--- src/rtl/bmdma_pkg.sv ---
package bmdma_pkg;
  localparam int unsigned DATA_W  = 32;
  localparam int unsigned WIN_B   = 8;     // bytes per channel window

  // access size codes
  localparam logic [1:0] SZ_BYTE = 2'd0;
  localparam logic [1:0] SZ_HALF = 2'd1;

  // status bit positions
  localparam int unsigned ST_ACT = 0;
  localparam int unsigned ST_ERR = 1;
  localparam int unsigned ST_IRQ = 2;

  localparam logic [7:0] CMD_KEEP = 8'h09;
  localparam logic [7:0] RSV_FILL = 8'hFF;

  function automatic logic [DATA_W-1:0] size_mask(input logic [1:0] sz);
    logic [DATA_W-1:0] m;
    if (sz == SZ_BYTE)      m = 32'h0000_00FF;
    else if (sz == SZ_HALF) m = 32'h0000_FFFF;
    else                    m = 32'hFFFF_FFFF;
    return m;
  endfunction
endpackage

--- src/rtl/bmdma_ctl.sv ---
module bmdma_ctl
  import bmdma_pkg::*;
(
  input  logic       clk,
  input  logic       rst_n,
  input  logic       cmd_we,
  input  logic       st_we,
  input  logic [7:0] wbyte,
  input  logic       act_clr,
  input  logic       err_set,
  input  logic       irq_set,
  output logic [7:0] cmd_q,
  output logic [7:0] st_q,
  output logic       start_q,
  output logic       cancel_q
);
  logic       start_req;
  logic       cancel_req;
  logic [7:0] cmd_nxt;
  logic [7:0] st_nxt;
  logic       st_en;

  always_comb begin
    start_req  = cmd_we && wbyte[0] && !st_q[ST_ACT];
    cancel_req = cmd_we && !wbyte[0];
    cmd_nxt    = wbyte & CMD_KEEP;
    st_en      = st_we || act_clr || err_set || irq_set || start_req;

    st_nxt = st_q;
    if (st_we) begin
      st_nxt[7]   = 1'b0;
      st_nxt[6:5] = wbyte[6:5];
      st_nxt[4:3] = 2'b00;
      st_nxt[ST_IRQ:ST_ERR] = st_q[ST_IRQ:ST_ERR] & ~wbyte[ST_IRQ:ST_ERR];
    end
    if (act_clr)   st_nxt[ST_ACT] = 1'b0;
    if (start_req) st_nxt[ST_ACT] = 1'b1;
    if (err_set)   st_nxt[ST_ERR] = 1'b1;
    if (irq_set)   st_nxt[ST_IRQ] = 1'b1;
  end

  always_ff @(posedge clk or negedge rst_n) begin
    if (!rst_n) begin
      cmd_q    <= '0;
      st_q     <= '0;
      start_q  <= 1'b0;
      cancel_q <= 1'b0;
    end else begin
      if (cmd_we) cmd_q <= cmd_nxt;
      if (st_en)  st_q  <= st_nxt;
      start_q  <= start_req;
      cancel_q <= cancel_req;
    end
  end

  AST_CMD_BITS: assert property (@(posedge clk) disable iff (!rst_n)
    (cmd_q & ~CMD_KEEP) == 8'h00);
  AST_START_SETS_ACT: assert property (@(posedge clk) disable iff (!rst_n)
    start_q |-> st_q[ST_ACT]);
  AST_START_FROM_IDLE: assert property (@(posedge clk) disable iff (!rst_n)
    start_q |-> !$past(st_q[ST_ACT]));
  AST_ERR_SET_WINS: assert property (@(posedge clk) disable iff (!rst_n)
    err_set |=> st_q[ST_ERR]);
  AST_IRQ_SET_WINS: assert property (@(posedge clk) disable iff (!rst_n)
    irq_set |=> st_q[ST_IRQ]);
  AST_RSV_ZERO: assert property (@(posedge clk) disable iff (!rst_n)
    (st_q[7] == 1'b0) && (st_q[4:3] == 2'b00));
endmodule

--- src/rtl/bmdma_addr.sv ---
module bmdma_addr
  import bmdma_pkg::*;
#(
  parameter int unsigned DW   = DATA_W,
  parameter int unsigned STEP = 8
) (
  input  logic          clk,
  input  logic          rst_n,
  input  logic          wr_en,
  input  logic [1:0]    sz,
  input  logic [1:0]    lane,
  input  logic [DW-1:0] wdata,
  input  logic          adv,
  output logic [DW-1:0] addr_q,
  output logic [DW-1:0] ptr_q,
  output logic [DW-1:0] rd_data
);
  localparam logic [DW-1:0] ALIGN_M = ~(DW'(3));

  logic [DW-1:0] fmask;
  logic [DW-1:0] lmask;
  logic [DW-1:0] ins;
  logic [DW-1:0] addr_nxt;
  logic [DW-1:0] ptr_nxt;
  logic          ptr_en;
  logic [4:0]    shamt;
  logic          is_word;

  always_comb begin
    is_word  = sz[1];
    fmask    = size_mask(sz);
    shamt    = is_word ? 5'd0 : {lane, 3'b000};
    lmask    = fmask << shamt;
    ins      = (wdata & fmask) << shamt;
    addr_nxt = ((addr_q & ~lmask) | ins) & ALIGN_M;
    rd_data  = is_word ? addr_q : ((addr_q >> shamt) & fmask);
    ptr_en   = wr_en || adv;
    ptr_nxt  = wr_en ? addr_nxt : (ptr_q + DW'(STEP));
  end

  always_ff @(posedge clk or negedge rst_n) begin
    if (!rst_n) begin
      addr_q <= '0;
      ptr_q  <= '0;
    end else begin
      if (wr_en)  addr_q <= addr_nxt;
      if (ptr_en) ptr_q  <= ptr_nxt;
    end
  end

  AST_ADDR_ALIGN: assert property (@(posedge clk) disable iff (!rst_n)
    addr_q[1:0] == 2'b00);
  AST_PTR_RELOAD: assert property (@(posedge clk) disable iff (!rst_n)
    wr_en |=> (ptr_q == addr_q));
  AST_ADV_KEEPS_ADDR: assert property (@(posedge clk) disable iff (!rst_n)
    (adv && !wr_en) |=> $stable(addr_q));
endmodule

--- src/rtl/bmdma_chan.sv ---
module bmdma_chan
  import bmdma_pkg::*;
#(
  parameter int unsigned DW   = DATA_W,
  parameter int unsigned STEP = 8
) (
  input  logic          clk,
  input  logic          rst_n,
  input  logic          wr_en,
  input  logic [2:0]    off,
  input  logic [1:0]    sz,
  input  logic [DW-1:0] wdata,
  input  logic          act_clr,
  input  logic          err_set,
  input  logic          irq_set,
  input  logic          adv,
  output logic [DW-1:0] rd_data,
  output logic          start_o,
  output logic          cancel_o,
  output logic          dir_o,
  output logic [DW-1:0] ptr_o
);
  logic          cmd_we;
  logic          st_we;
  logic          addr_we;
  logic [7:0]    cmd_q;
  logic [7:0]    st_q;
  logic [DW-1:0] addr_q;
  logic [DW-1:0] addr_rd;

  always_comb begin
    cmd_we  = wr_en && (off == 3'd0);
    st_we   = wr_en && (off == 3'd2);
    addr_we = wr_en && off[2];
  end

  bmdma_ctl u_ctl (
    .clk      (clk),
    .rst_n    (rst_n),
    .cmd_we   (cmd_we),
    .st_we    (st_we),
    .wbyte    (wdata[7:0]),
    .act_clr  (act_clr),
    .err_set  (err_set),
    .irq_set  (irq_set),
    .cmd_q    (cmd_q),
    .st_q     (st_q),
    .start_q  (start_o),
    .cancel_q (cancel_o)
  );

  bmdma_addr #(.DW(DW), .STEP(STEP)) u_addr (
    .clk     (clk),
    .rst_n   (rst_n),
    .wr_en   (addr_we),
    .sz      (sz),
    .lane    (off[1:0]),
    .wdata   (wdata),
    .adv     (adv),
    .addr_q  (addr_q),
    .ptr_q   (ptr_o),
    .rd_data (addr_rd)
  );

  always_comb begin
    dir_o = cmd_q[3];
    unique case (off)
      3'd0:    rd_data = DW'(cmd_q);
      3'd2:    rd_data = DW'(st_q);
      3'd1,
      3'd3:    rd_data = DW'(RSV_FILL);
      default: rd_data = addr_rd;
    endcase
  end

  AST_DIR_TRACKS: assert property (@(posedge clk) disable iff (!rst_n)
    cmd_we |=> (dir_o == $past(wdata[3])));
  AST_CANCEL_ONE: assert property (@(posedge clk) disable iff (!rst_n)
    (cmd_we && !wdata[0]) |=> cancel_o);
  AST_PULSE_EXCL: assert property (@(posedge clk) disable iff (!rst_n)
    !(start_o && cancel_o));
  AST_NO_ADDR_DRIFT: assert property (@(posedge clk) disable iff (!rst_n)
    !addr_we |=> $stable(addr_q));
endmodule

--- src/rtl/bmdma_regs.sv ---
module bmdma_regs
  import bmdma_pkg::*;
#(
  parameter int unsigned NCH  = 2,
  parameter int unsigned DW   = DATA_W,
  parameter int unsigned STEP = 8,
  localparam int unsigned CHW  = (NCH > 1) ? $clog2(NCH) : 1,
  localparam int unsigned OFFW = CHW + $clog2(WIN_B)
) (
  input  logic              clk,
  input  logic              rst_n,
  input  logic              io_wr,
  input  logic [OFFW-1:0]   io_off,
  input  logic [1:0]        io_size,
  input  logic [DW-1:0]     io_wdata,
  output logic [DW-1:0]     io_rdata,
  input  logic [NCH-1:0]    act_clr,
  input  logic [NCH-1:0]    err_set,
  input  logic [NCH-1:0]    irq_set,
  input  logic [NCH-1:0]    ptr_adv,
  output logic [NCH-1:0]    start_pulse,
  output logic [NCH-1:0]    cancel_pulse,
  output logic [NCH-1:0]    dir,
  output logic [NCH*DW-1:0] desc_ptr
);
  logic [CHW-1:0] sel;
  logic [DW-1:0]  ch_rd [NCH];

  assign sel = io_off[OFFW-1:OFFW-CHW];

  for (genvar g = 0; g < NCH; g++) begin : g_ch
    logic ch_wr;
    assign ch_wr = io_wr && (sel == CHW'(g));

    bmdma_chan #(.DW(DW), .STEP(STEP)) u_chan (
      .clk      (clk),
      .rst_n    (rst_n),
      .wr_en    (ch_wr),
      .off      (io_off[2:0]),
      .sz       (io_size),
      .wdata    (io_wdata),
      .act_clr  (act_clr[g]),
      .err_set  (err_set[g]),
      .irq_set  (irq_set[g]),
      .adv      (ptr_adv[g]),
      .rd_data  (ch_rd[g]),
      .start_o  (start_pulse[g]),
      .cancel_o (cancel_pulse[g]),
      .dir_o    (dir[g]),
      .ptr_o    (desc_ptr[g*DW +: DW])
    );
  end

  always_comb begin
    io_rdata = '1;
    for (int i = 0; i < NCH; i++) begin
      if (sel == CHW'(i)) io_rdata = ch_rd[i];
    end
  end

  AST_PULSE_IDLE: assert property (@(posedge clk) disable iff (!rst_n)
    !io_wr |=> (start_pulse == '0) && (cancel_pulse == '0));
endmodule

--- config.mk ---
export PLATFORM = sky130hd
export DESIGN_NAME = bmdma_regs
export DESIGN_NICKNAME = d
export VERILOG_FILES = /design/src/rtl/bmdma_pkg.sv /design/src/rtl/bmdma_ctl.sv /design/src/rtl/bmdma_addr.sv /design/src/rtl/bmdma_chan.sv /design/src/rtl/bmdma_regs.sv
export SDC_FILE = /design/constraint.sdc
export NUM_CORES = 1
export LEC_CHECK = 0
export BUFFER_PORTS_ARGS = -buffer_cell sky130_fd_sc_hd__buf_2
export CELL_PAD_IN_SITES_DETAIL_PLACEMENT = 1
export CELL_PAD_IN_SITES_GLOBAL_PLACEMENT = 1
export CORE_ASPECT_RATIO = 0.6
export CORE_UTILIZATION = 35
export DETAILED_ROUTE_END_ITERATION = 10
export GPL_TIMING_DRIVEN = 0
export PLACE_DENSITY = 0.78
export SYNTH_ARGS = -nofsm -noshare
export SYNTH_HDL_FRONTEND = slang
export SYNTH_SLANG_ARGS = --single-unit
--- constraint.sdc ---
create_clock -name clk -period 3 [get_ports clk]
set_input_delay 0.15 -clock clk [delete_from_list [all_inputs] [get_ports clk]]
set_output_delay 0.15 -clock clk [all_outputs]
set_load 0.02 [all_outputs]
### Word-level counts from Yosys, hierarchy flattened

Cells that the tools add are included.

| cells by class | value |
|---|---|
| shift-type cells | 4 |
| reduce and logical (&&, ||, !) cells | 44 |
| bitwise gates (word level) | 12 |
| add/sub/neg operators | 2 |
| multiplexer cells | 20 |
| equal/unequal tests | 4 |

Operators with widths:

| operator | count |
|---|---|
| $mux 32 | 7 |
| $pmux 32 s3 | 2 |
| $and 32x32->32 | 5 |
| $add 32x4->32 const B | 2 |
| $or 32x32->32 | 2 |
| $shl 32x5->32 | 2 |
| $shr 32x5->32 | 2 |
| $not 32->32 | 1 |
| $reduce_and 2->1 | 8 |
| $logic_and 1x1->1 | 14 |
| $reduce_bool 2->1 | 6 |
| $logic_or 1x1->1 | 10 |
| $mux 1 | 8 |
| $eq 3x2->1 const B | 2 |
| $mux 5 | 1 |
| $and 2x2->2 | 2 |
| $mux 2 | 2 |
| $eq 3x1->1 const B | 1 |
| $logic_not 1->1 | 3 |
| $logic_not 3->1 | 1 |
| $eq 2x1->1 const B | 1 |
| $logic_not 2->1 | 1 |
| $not 2->2 | 1 |
| $reduce_or 2->1 | 1 |
| $not 1->1 | 1 |

| storage, ports and cells | value |
|---|---|
| flip-flop bits (word level) | 142 |
| output and inout port bits | 102 |
| logic and storage cells | 104 |
| bits of input ports | 49 |

### Logic depth before layout (Yosys ltp)

| depth | value |
|---|---|
| depth in word-level cells | 8 |
| gate-level depth with buffers | 8 |
| gate-level depth less buffers | 5 |

### By module

A second synthesis with hierarchy kept.

| unflattened totals | value |
|---|---|
| cells, all modules | 1250 |
| area, all modules | 10483.8 µm² |

By module, submodules not included:

| module | times used | sequential area each (µm²) | area an instance (µm²) | cells each |
|---|---|---|---|---|
| bmdma_addr | 2 | 1501.4 | 4185.3 | 518 |
| bmdma_ctl | 2 | 225.2 | 396.6 | 32 |
| bmdma_chan | 2 | 0.0 | 387.9 | 56 |
| bmdma_regs | 1 | 0.0 | 544.3 | 38 |

### Worst setup path after synthesis

Ideal clock, no wire load.

| path | value |
|---|---|
| kind | register to register |
| start | register g_ch[0].u_chan.u_addr.ptr_q[3] |
| end | register g_ch[0].u_chan.u_addr.ptr_q[17] |
| buffers on the path | 2 |
| period minus slack after synthesis | 2256 ps |
| data arrival time | 2174 ps |
| setup time | 82 ps |
| stages on the path, launching flop included | 8 |
| required time | 2918 ps |
| path slack | 744 ps |
| cell sequence | dfrtp_1 -> ha_1 -> nand4_1 -> or4_1 -> clkbuf_1 -> buf_2 -> or3_1 -> a31oi_1 |

| between the ends | value |
|---|---|
| cells in the longest elaborated chain, start to end | 2 |

RTL lines:

| element | RTL line | text |
|---|---|---|
| from (decl) | bmdma_addr.sv:15 | `output logic [DW-1:0] ptr_q,` |
| from (signal assigned) | bmdma_addr.sv:47 | `if (ptr_en) ptr_q <= ptr_nxt;` |
| $add 32x4->32 | bmdma_addr.sv:38 | `ptr_nxt = wr_en ? addr_nxt : (ptr_q + DW'(STEP));` |
| $mux 32 | bmdma_addr.sv:38 |  |

Every way passes these cells.
A chain may end at the register's enable or synchronous reset.

### Worst setup path after layout

| path | value |
|---|---|
| start | register g_ch[0].u_chan.u_addr.ptr_q[4] |
| end | register g_ch[0].u_chan.u_addr.ptr_q[17] |

Same word-level chain as after synthesis.

==> run metrics <==
status completed; H-tree level count 4; CP Class register to register; Setup Fix Bufs, Post-CTS 0; I/O pin count 151; number of synthesis warnings 0; Hold/Removal Path Class input port to register; Post-Synth Adder-Cell Area less than 1%; part of the power in combinational logic 30.8%; fin crit share 91.0%; routability cong. 1.01; post-synth cell types 61; Post-Syn Instances roughly 900; Final HPWL DP 27900 microns; via count 8680; R2R Setup Slk 0.27 ns; Longest Clk Path Bufs 2; port buffer count 140; sequential power share 39.8%; # resized after CTS 0; peak supply drop 0.494 mV; die height 122 microns; CP top delay family simple AND/OR/NAND/NOR gates; Crit-path slowest cell or4_1; Fin Clk Skew 0.00959 ns; Switching Fraction 40.0%; CTS buffer count 17; Worst Path Max Fanout 10; CP Data Required Time 3.36 ns; worst-skew pair later-pin latency ~0.44 ns; die area approximately 0.025 sq mm; post-placement cell area 0.00950 sq mm; Buf+Inv Stages, Crit Path 2; share of layout cells above drive strength 1 21.0%; P_leak 4.29 nW; compound-gate portion of the synthesized area 25.3%; Synth Area in Simple Gates 15.9%; count leader, synth dfrtp_1; drt pass-1 iters 5; cell taking the most area after synthesis dfrtp_1; hold bufs inserted after CTS 7; EDFF count, synth 0; post-layout util 43.6%; worst-path cell chain ha_1 -> nand4_1 -> or4_1 -> clkbuf_1 -> buf_2 -> or3_1 -> a31oi_1; Synth top cells by count dfrtp_1, nand2_1, clkbuf_1; cell row count 43; power density over the cells approximately 710 mW/mm^2; n_diodes 0; mapped cell area ~0.0084 sq mm; f_max roughly 370 MHz; area added between synthesis and finish 21.3%; Final Hold Viols 0; total grt overflow 0; fin crit period 2.73 ns; Routed Antenna Nets 0; drt initial violations approximately 1100; clk slew on worst S/H paths 0.06 ns; number of global-route vias before repair 8528; RSZ-0062 raised after global routing false; Yosys top cell area share 41.3%; top_reg_cell synth dfrtp_1; Area contributors post-synth dfrtp_1, mux2i_1, a22o_1; Root Buffer clkbuf_16; DRC 0; Post-Synth XOR/XNOR Area 2.30%; design area 0.0101 sq mm; pin count of the biggest net entering global routing 83; mux contribution to synthesized area 9.73%; Routed WL 36700 microns; Final Setup Violations 0; largest family of logic cells by synthesized area compound AO/OA/AOI/OAI gates; average wire per standard cell about 27 microns; Crit. End Element register; Via density 6.31; Worst Setup Start Kind register; syn avg cell area 9.53 sq um; final cell count without fillers ~1400; proportion of power drawn by the clock network between 20% and 30%; first-pass GRT wire length 54800 microns; Arr. time, crit path between 3 and 4 ns; Max Slew Vio Count 0; Max stage delay on crit path about 0.68 ns; Least-Margin Pin Slew about 1.4 ns; CTS tree yes; asr flop ratio synth 100%; sequential fraction of the synthesis area 41.3%; Slew headroom around 6.9%; GRT Util Overall 30.6%; chip width 202 microns; CTS sink count 138; Psw 0.00287 W; Max-Cap Viols 0; register bit total from synthesis 138; Pint 0.00431 W; fin nets 1098; Initial Utilization a little over a third; initial antenna violation count 0; Cells after DPL 1336; Core Area 0.0232 sq mm
-- layout by cell type (no fill, tap or decap), drive strengths merged, types with 12 or more instances in the layout --
master,synthesis,layout
a211oi,31,31
o31ai,18,18
dfrtp,138,138
xnor2,12,12
mux2i,52,52
or4,23,23
mux2,24,24
a22o,38,38
nand3,16,16
o21ai,35,35
clkbuf,54,74
nand2,58,58
a31oi,42,42
nand4,19,19
inv,12,16
nor2,52,52
a222oi,12,12
buf,31,172
a21oi,40,40
and2,12,12
-- final timing paths --
kind	start	end	cells after the start
setup / recovery	g_ch[0].u_chan.u_addr.ptr_q[4]	g_ch[0].u_chan.u_addr.ptr_q[17]	7
hold / removal	io_wdata[0]	g_ch[0].u_chan.u_ctl.cancel_q	2
setup reg to reg	g_ch[0].u_chan.u_addr.ptr_q[4]	g_ch[0].u_chan.u_addr.ptr_q[17]	7
hold reg to reg	g_ch[1].u_chan.u_ctl.st_q[1]	g_ch[1].u_chan.u_ctl.st_q[1]	1
max in group asynchronous	rst_n	g_ch[1].u_chan.u_addr.ptr_q[29]	3
min in group asynchronous	rst_n	g_ch[1].u_chan.u_ctl.start_q	2
-- state kept, by name, indices dropped and copies added, names as in the netlist --
register,count
g_ch.u_chan.u_addr.ptr_q,60
g_ch.u_chan.u_addr.addr_q,60
g_ch.u_chan.u_ctl.start_q,2
g_ch.u_chan.u_ctl.cancel_q,2
g_ch.u_chan.u_ctl.st_q,10
g_ch.u_chan.u_ctl.cmd_q,4
-- power groups by stage --
stage	clock network, W	registers [W]	logic [W]
2_1_floorplan	0	0.00294	0.00113
3_3_place_gp	0	0.00283	0.00211
3_5_place_dp	0	0.00285	0.00216
4_1_cts	0.00213	0.00283	0.00219
5_1_grt	0.00221	0.00292	0.00238
6_report	0.00211	0.00286	0.00221
-- stage by stage --
step	TNS, ns	hold slack [ns]	total power, W	setup slack (ns)
after CTS	0	0.0718	0.00715	0.305
after detailed placement	0	0.156	0.00502	0.300
after global placement	-32.91	0.334	0.00494	-0.255
after global routing	0	0.111	0.00751	0.136
final	0	0.0950	0.00718	0.269
after floorplan	0	-0.146	0.00407	0.744
-- kinds of logic after synthesis --
kind of cell             after synthesis
AND/OR/NAND/NOR                      245
multiplexers                          77
other                                  1
XOR/XNOR                              22
adder cells (fa/ha/maj)                2
flip-flops                           138
AO/OA/AOI/OAI                        294
buffers and inverters                 98
-- routing by layer --
layer	part of all wire (%)	wire, microns	GRT usage (%)	vias up
met5	0	0	0	-
met4	2.1	787	9.99	0
met3	13	4660	12.7	63
met2	39	14400	39.7	473
met1	46	16900	44.8	4416
li1	-	-	-	3728
-- layout make-up --
type	count	area (sq um)
multi-input cells	644	4500
flip-flops and latches	138	3450
clock buffers	20	457
well taps	315	394
fillers	2749	13100
repair buffers	148	805
inverters	13	48.8
clock inverters	12	114
plain buffers	85	373
Note: power is estimated with default switching activity, not from simulation.
